$ cat src/rtl/irq_pkg.sv
package irq_pkg;
  localparam int N_SRC  = 6;
  localparam int N_EXT  = 2;
  localparam int IDX_W  = $clog2(N_SRC);
  localparam int VEC_W  = 8;
  localparam int VEC_BASE = 3;
  localparam int VEC_STEP = 8;

  // source indices in polling order
  localparam int SRC_EXT0 = 0;
  localparam int SRC_TMR0 = 1;
  localparam int SRC_EXT1 = 2;
  localparam int SRC_TMR1 = 3;
  localparam int SRC_SER  = 4;
  localparam int SRC_TMR2 = 5;

  // sources whose flags hardware may clear on acknowledge (timers 0/1)
  localparam logic [N_SRC-1:0] HW_CLR_MASK = N_SRC'(1 << SRC_TMR0) | N_SRC'(1 << SRC_TMR1);
endpackage

$ cat src/rtl/irq_ext_sampler.sv
module irq_ext_sampler (
  input  logic clk_i,
  input  logic rst_ni,
  input  logic tick_i,
  input  logic pin_i,
  input  logic edge_i,
  input  logic clr_i,
  output logic flag_o
);
  logic prev_q;
  logic flag_q;

  always_ff @(posedge clk_i or negedge rst_ni) begin
    if (!rst_ni) begin
      prev_q <= 1'b1;
      flag_q <= 1'b0;
    end else begin
      if (tick_i) prev_q <= pin_i;
      if (edge_i) begin
        // a new edge wins over a simultaneous clear
        if (tick_i && prev_q && !pin_i) flag_q <= 1'b1;
        else if (clr_i)                 flag_q <= 1'b0;
      end else if (tick_i) begin
        flag_q <= !pin_i;
      end
    end
  end

  assign flag_o = flag_q;

  assert_edge_needs_tick_R3: assert property (@(posedge clk_i) disable iff (!rst_ni)
    (edge_i && $past(edge_i) && $rose(flag_q)) |-> $past(tick_i));

  assert_level_follows_pin_R2: assert property (@(posedge clk_i) disable iff (!rst_ni)
    (!edge_i && tick_i) |=> (flag_q == !$past(pin_i)));
endmodule

$ cat src/rtl/irq_prio_sel.sv
module irq_prio_sel
  import irq_pkg::*;
(
  input  logic             clk_i,
  input  logic             rst_ni,
  input  logic [N_SRC-1:0] pend_i,
  input  logic [N_SRC-1:0] prio_i,
  input  logic             act_hi_i,
  input  logic             act_lo_i,
  output logic             req_o,
  output logic             hi_o,
  output logic [IDX_W-1:0] idx_o
);
  logic [N_SRC-1:0] hi_cand, lo_cand;
  logic [IDX_W-1:0] hi_idx, lo_idx;

  assign hi_cand = pend_i & prio_i;
  assign lo_cand = pend_i & ~prio_i;

  // lowest index wins: scan downward so the last hit is the smallest
  always_comb begin
    hi_idx = '0;
    lo_idx = '0;
    for (int i = N_SRC - 1; i >= 0; i--) begin
      if (hi_cand[i]) hi_idx = IDX_W'(i);
      if (lo_cand[i]) lo_idx = IDX_W'(i);
    end
  end

  always_comb begin
    req_o = 1'b0;
    hi_o  = 1'b0;
    idx_o = '0;
    if (!act_hi_i) begin
      if (|hi_cand) begin
        req_o = 1'b1;
        hi_o  = 1'b1;
        idx_o = hi_idx;
      end else if (!act_lo_i && |lo_cand) begin
        req_o = 1'b1;
        idx_o = lo_idx;
      end
    end
  end

  assert_lo_svc_only_hi_R7: assert property (@(posedge clk_i) disable iff (!rst_ni)
    (req_o && act_lo_i) |-> hi_o);

  assert_hi_beats_lo_R6: assert property (@(posedge clk_i) disable iff (!rst_ni)
    (req_o && !hi_o) |-> ((pend_i & prio_i) == '0));

  assert_winner_pending_R5: assert property (@(posedge clk_i) disable iff (!rst_ni)
    req_o |-> pend_i[idx_o]);
endmodule

$ cat src/rtl/irq_level_track.sv
module irq_level_track (
  input  logic       clk_i,
  input  logic       rst_ni,
  input  logic       set_hi_i,
  input  logic       set_lo_i,
  input  logic       reti_i,
  output logic [1:0] act_o
);
  logic [1:0] act_q, act_d;

  always_comb begin
    act_d = act_q;
    if (reti_i) begin
      if (act_q[1]) act_d[1] = 1'b0;
      else          act_d[0] = 1'b0;
    end
    if (set_hi_i) act_d[1] = 1'b1;
    if (set_lo_i) act_d[0] = 1'b1;
  end

  always_ff @(posedge clk_i or negedge rst_ni) begin
    if (!rst_ni) act_q <= 2'b00;
    else         act_q <= act_d;
  end

  assign act_o = act_q;

  assert_reti_clears_hi_R8: assert property (@(posedge clk_i) disable iff (!rst_ni)
    (reti_i && act_q[1] && !set_hi_i) |=> (!act_q[1] && (act_q[0] == $past(act_q[0] | set_lo_i))));

  assert_reti_clears_lo_R8: assert property (@(posedge clk_i) disable iff (!rst_ni)
    (reti_i && !act_q[1] && !set_lo_i) |=> !act_q[0]);
endmodule

$ cat src/rtl/nested_irq_ctrl.sv
module nested_irq_ctrl
  import irq_pkg::*;
(
  input  logic             clk_i,
  input  logic             rst_ni,
  input  logic             mc_tick_i,
  input  logic [1:0]       ext_pin_i,
  input  logic [1:0]       ext_edge_i,
  input  logic [2:0]       tmr_flag_i,
  input  logic             ser_flag_i,
  input  logic             glob_en_i,
  input  logic [5:0]       src_en_i,
  input  logic [5:0]       src_prio_i,
  input  logic             ack_i,
  input  logic             reti_i,
  output logic             irq_req_o,
  output logic [7:0]       irq_vec_o,
  output logic             irq_hi_o,
  output logic [1:0]       in_svc_o,
  output logic [5:0]       flag_clr_o
);
  localparam int EXT_SRC [N_EXT] = '{SRC_EXT0, SRC_EXT1};

  logic [N_EXT-1:0] ext_flag;
  logic [N_EXT-1:0] ext_clr;
  logic [N_SRC-1:0] flags;
  logic [N_SRC-1:0] pend;
  logic [N_SRC-1:0] win_oh;
  logic [IDX_W-1:0] win_idx;
  logic             sel_req, sel_hi, take;
  logic [1:0]       act;

  assign take   = ack_i && sel_req;
  assign win_oh = take ? N_SRC'(1 << win_idx) : '0;

  genvar g;
  generate
    for (g = 0; g < N_EXT; g++) begin : g_ext
      assign ext_clr[g] = win_oh[EXT_SRC[g]] && ext_edge_i[g];
      irq_ext_sampler u_smp (
        .clk_i  (clk_i),
        .rst_ni (rst_ni),
        .tick_i (mc_tick_i),
        .pin_i  (ext_pin_i[g]),
        .edge_i (ext_edge_i[g]),
        .clr_i  (ext_clr[g]),
        .flag_o (ext_flag[g])
      );
    end
  endgenerate

  always_comb begin
    flags = '0;
    flags[SRC_EXT0] = ext_flag[0];
    flags[SRC_EXT1] = ext_flag[1];
    flags[SRC_TMR0] = tmr_flag_i[0];
    flags[SRC_TMR1] = tmr_flag_i[1];
    flags[SRC_TMR2] = tmr_flag_i[2];
    flags[SRC_SER]  = ser_flag_i;
  end

  assign pend = glob_en_i ? (flags & src_en_i) : '0;

  irq_prio_sel u_sel (
    .clk_i    (clk_i),
    .rst_ni   (rst_ni),
    .pend_i   (pend),
    .prio_i   (src_prio_i),
    .act_hi_i (act[1]),
    .act_lo_i (act[0]),
    .req_o    (sel_req),
    .hi_o     (sel_hi),
    .idx_o    (win_idx)
  );

  irq_level_track u_trk (
    .clk_i    (clk_i),
    .rst_ni   (rst_ni),
    .set_hi_i (take && sel_hi),
    .set_lo_i (take && !sel_hi),
    .reti_i   (reti_i),
    .act_o    (act)
  );

  assign irq_req_o  = sel_req;
  assign irq_hi_o   = sel_hi;
  assign irq_vec_o  = VEC_W'(VEC_BASE) + VEC_W'(win_idx) * VEC_W'(VEC_STEP);
  assign in_svc_o   = act;
  assign flag_clr_o = win_oh & HW_CLR_MASK;

  assert_glob_mask_R4: assert property (@(posedge clk_i) disable iff (!rst_ni)
    !glob_en_i |-> !irq_req_o);

  assert_hi_svc_blocks_R7: assert property (@(posedge clk_i) disable iff (!rst_ni)
    in_svc_o[1] |-> !irq_req_o);

  assert_ack_enters_svc_R7: assert property (@(posedge clk_i) disable iff (!rst_ni)
    (ack_i && irq_req_o && !reti_i) |=> (in_svc_o != 2'b00));

  assert_idle_ack_R10: assert property (@(posedge clk_i) disable iff (!rst_ni)
    (ack_i && !irq_req_o && !reti_i) |=> $stable(in_svc_o));

  assert_clr_onehot_R9: assert property (@(posedge clk_i) disable iff (!rst_ni)
    $onehot0(flag_clr_o) && (flag_clr_o == '0 || ack_i));
endmodule

$ cat config.mk
export PLATFORM = sky130hd
export DESIGN_NAME = nested_irq_ctrl
export DESIGN_NICKNAME = d
export VERILOG_FILES = /design/src/rtl/irq_pkg.sv /design/src/rtl/irq_ext_sampler.sv /design/src/rtl/irq_prio_sel.sv /design/src/rtl/irq_level_track.sv /design/src/rtl/nested_irq_ctrl.sv
export SDC_FILE = /design/constraint.sdc
export NUM_CORES = 1
export LEC_CHECK = 0
export ABC_CLOCK_PERIOD_IN_PS = 2380
export BUFFER_PORTS_ARGS = -buffer_cell sky130_fd_sc_hd__clkbuf_2
export CORE_UTILIZATION = 40
export DETAILED_ROUTE_END_ITERATION = 8
export HOLD_SLACK_MARGIN = 0.06
export PLACE_DENSITY = 0.79
export SLEW_MARGIN = 20
export SYNTH_ARGS = -nofsm -noshare
export SYNTH_HDL_FRONTEND = slang
export SYNTH_HIERARCHICAL = 1
export SYNTH_SLANG_ARGS = --single-unit
$ cat constraint.sdc
create_clock -name clk_i -period 2.38 [get_ports clk_i]
set_input_delay 0 -clock clk_i [delete_from_list [all_inputs] [get_ports clk_i]]
set_output_delay 0 -clock clk_i [all_outputs]
set_load 0.02 [all_outputs]
==> impl_results.md <==
* GR Overflow Total at 0
* Critical Path End Type: primary output
* Skew final at 0.002795 ns
* Pwr Density at 482.9 mW/mm^2
* Ports at 44
* Antenna cells at 0
* Vias at 726
* P_leak at 0.5119 nW
* Kind of critical path: reg2out
* RSZ-0062 raised after global routing: yes
* Post-Synthesis Cells at 79
* Mapped Area at 681.9 sq um
* Vias in the first global route at 695
* Hold Crit Class: in2async
* ANT nets after route at 0
* TritonCTS Sinks at 6
* Max Root-Sink Buffers at 2
* Min Tclk post-route at 2.273 ns
* Seq. cell area at 152.6 sq um
* Peak VDD IR at 0.2985 mV
* FILL cells at 141
* CTS tree: done
* Synth Register Bits at 6
* Largest net degree at the start of global routing at 8
* Commonest cells after routing, fill and taps aside: clkbuf_2 (32), conb_1 (9), and3_1 (6), inv_1 (6)
* Clk_lat worst skew at 0.25 ns
* Clock transition at path regs at 0.05 ns
* Chip width at 43.29 microns
* Status: finished clean
* RD Place Congestion at 0.7369
* Final instance area at 950.9 sq um
* Htree depth at 1
* Total die area at 0.001874 sq mm
* Final hold vios at 0
* First-pass GRT wire length at 2753 microns
* Layout Nets at 148
* Die Ht at 43.29 microns
* Yosys warning count at 6
* Initial antenna violation count at 0
* CP startpoint kind: flop
* Max Slew Vio Count at 0
* Overall Global Routing Usage at 19.69%
* Multi-input combinational cell area at 499.2 sq um
* Final Cycle Share at 95.49%
* Area grow syn2layout at 39.45%
* IO Port Bufs at 34
* FMAX at 0.4400 GHz
* Max Cap Violations at 0
* CTS root buf: clkbuf_4
* CP arrival at 2.27 ns
* Core Region at 0.001541 sq mm
* Most common cell after layout, fill and taps aside: clkbuf_2
* Initial Util at 44.24%
* Via-to-Cell Ratio at 5.299
* Seq/Total Area, Yosys at 22.39%
* Worst EP required at 2.38 ns
* Starting DRC count in detailed routing at 1
* CTS Buf Count at 3
* Post-DP Area at 852.1 sq um
* Dpl hpwl at 1332 microns
* Proportion of layout cells with a drive suffix above 1 at 46.28%
* DRC errors left at 0
* Drt pass-1 iters at 4
* Final TNS setup at 0 ns
* Cell variety after synth at 38
* Row cnt at 14
* Setup-failing EPs final at 0
* CP max FO at 5
* Total length of routed wires at 1696 microns
* Post-CTS Setup Bufs at 0
* Post-Syn Area per Cell at 8.632 sq um
* Wire length per cell at 12.38 microns
==> worst paths after layout <==
kind,start,to,slack (ns),depth (start not counted)
setup reg to reg,g_ext[0].u_smp/flag_o,g_ext[1].u_smp/flag_o,0.15,8
hold / removal,rst_ni,u_trk/act_o[1],0.11,2
max in group asynchronous,rst_ni,g_ext[1].u_smp/prev_q,2.04,2
setup / recovery,g_ext[1].u_smp/flag_o,flag_clr_o[3],0.11,7
hold reg to reg,g_ext[1].u_smp/flag_o,g_ext[1].u_smp/flag_o,0.49,1
min in group clk_i,mc_tick_i,g_ext[1].u_smp/prev_q,0.12,2
==> metrics by stage <==
step / std cells / hold slack, ns / utilization, % / setup slack (ns) / total power, mW
detailed placement: 129 / -0.1638 / 55.28 / 0.2126 / 0.3368
finish: 137 / 0.1063 / 61.69 / 0.1074 / 0.4592
global placement: 129 / -0.1682 / 55.28 / 0.2467 / 0.3323
floorplan: 86 / -0.2956 / - / 0.05916 / 0.2748
global route: 137 / 0.1207 / 61.69 / -0.01194 / 0.4916
CTS: 137 / 0.1054 / 60.47 / 0.01970 / 0.4565
==> synth_stat cells <==
| cell | instances | area (sq um) |
|---|---|---|
| nor4b_2 | 1 | 15.01 |
| nor4bb_2 | 1 | 16.27 |
| a22o_4 | 1 | 17.52 |
| nor4_1 | 2 | 12.51 |
| a21boi_0 | 1 | 7.510 |
| a31oi_1 | 1 | 6.260 |
| inv_1 | 6 | 22.52 |
| o211ai_1 | 1 | 7.510 |
| a21o_2 | 1 | 8.760 |
| nor3_1 | 3 | 15.01 |
| nand2b_1 | 4 | 25.02 |
| mux2_2 | 2 | 22.52 |
| nand2_1 | 4 | 15.01 |
| mux2i_1 | 2 | 20.02 |
| a32o_1 | 3 | 30.03 |
| dfstp_2 | 2 | 52.55 |
| nor2b_1 | 1 | 6.260 |
| o32ai_2 | 1 | 16.27 |
| buf_4 | 9 | 67.56 |
| and2b_1 | 2 | 15.01 |
| conb_1 | 2 | 7.510 |
| a211o_1 | 1 | 8.760 |
| a221oi_1 | 1 | 8.760 |
| nor3b_1 | 1 | 7.510 |
| a211oi_1 | 1 | 7.510 |
| and3_1 | 6 | 37.54 |
| nand2_2 | 2 | 12.51 |
| a21oi_1 | 1 | 5.000 |
| o21ai_0 | 1 | 5.000 |
| and3_2 | 1 | 7.510 |
| a2111oi_0 | 1 | 8.760 |
| a22oi_2 | 1 | 12.51 |
| nor4b_1 | 1 | 8.760 |
| a21o_1 | 3 | 22.52 |
| nor2_1 | 2 | 7.510 |
| dfrtp_1 | 4 | 100.1 |
| or3_1 | 1 | 6.260 |
| nor2b_2 | 1 | 8.760 |
==> registers in the layout, summed over array words and instances, names as in the netlist <==
| signal | count |
|---|---|
| g_ext.u_smp/flag_o | 2 |
| g_ext.u_smp/prev_q | 2 |
| u_trk/act_o | 2 |
==> routing by layer <==
metal	wire length [microns]	share of wire (%)	global-route usage, %
met1	697	41	20.89
met2	913	54	37.31
met3	76	4.5	2.553
met4	8	0.47	9.091
met5	0	0	0
==> kinds of logic (layout without fill, tap and decap cells) <==
family	after synthesis	count (layout)	share of synthesized area [%]
AND/OR/NAND/NOR	33	33	31.74
AO/OA/AOI/OAI	19	19	25.32
buffers and inverters	15	50	13.21
flip-flops	6	6	22.39
multiplexers	4	4	6.238
other	2	9	1.101
==> final cells by class <==
cell class,instances,area share (%)
clock buffers,4,2.763
inverters,6,2.368
multi-input cells,65,52.50
flip-flops and latches,6,16.05
well taps,16,2.105
repair buffers,40,24.21
==> report_power, final <==
part | internal [mW] | leakage [nW] | switching (mW)
registers | 0.121 | 0.0711 | 0.0141
clock network | 0.0637 | 0.0150 | 0.0402
logic | 0.0948 | 0.426 | 0.126
total | 0.279 | 0.512 | 0.180
==> timing repair <==
item                                    CTS  global route
endpoints found under the hold margin    11             0
hold buffers                              4             0
pin swaps                                 1             3
cloned                                    0             0
resized for setup                         2             7
endpoints found under the setup margin    1             3
==> critical path, cell delays in order (launching register included) <==
cell	delay [ns]
dfrtp_1	0.37
and3_1	0.23
a22oi_2	0.20
nand2_2	0.09
or3_1	0.36
o32ai_4	0.34
nor4bb_2	0.26
buf_4	0.18
No activity file was read; power rests on OpenSTA's default activity.
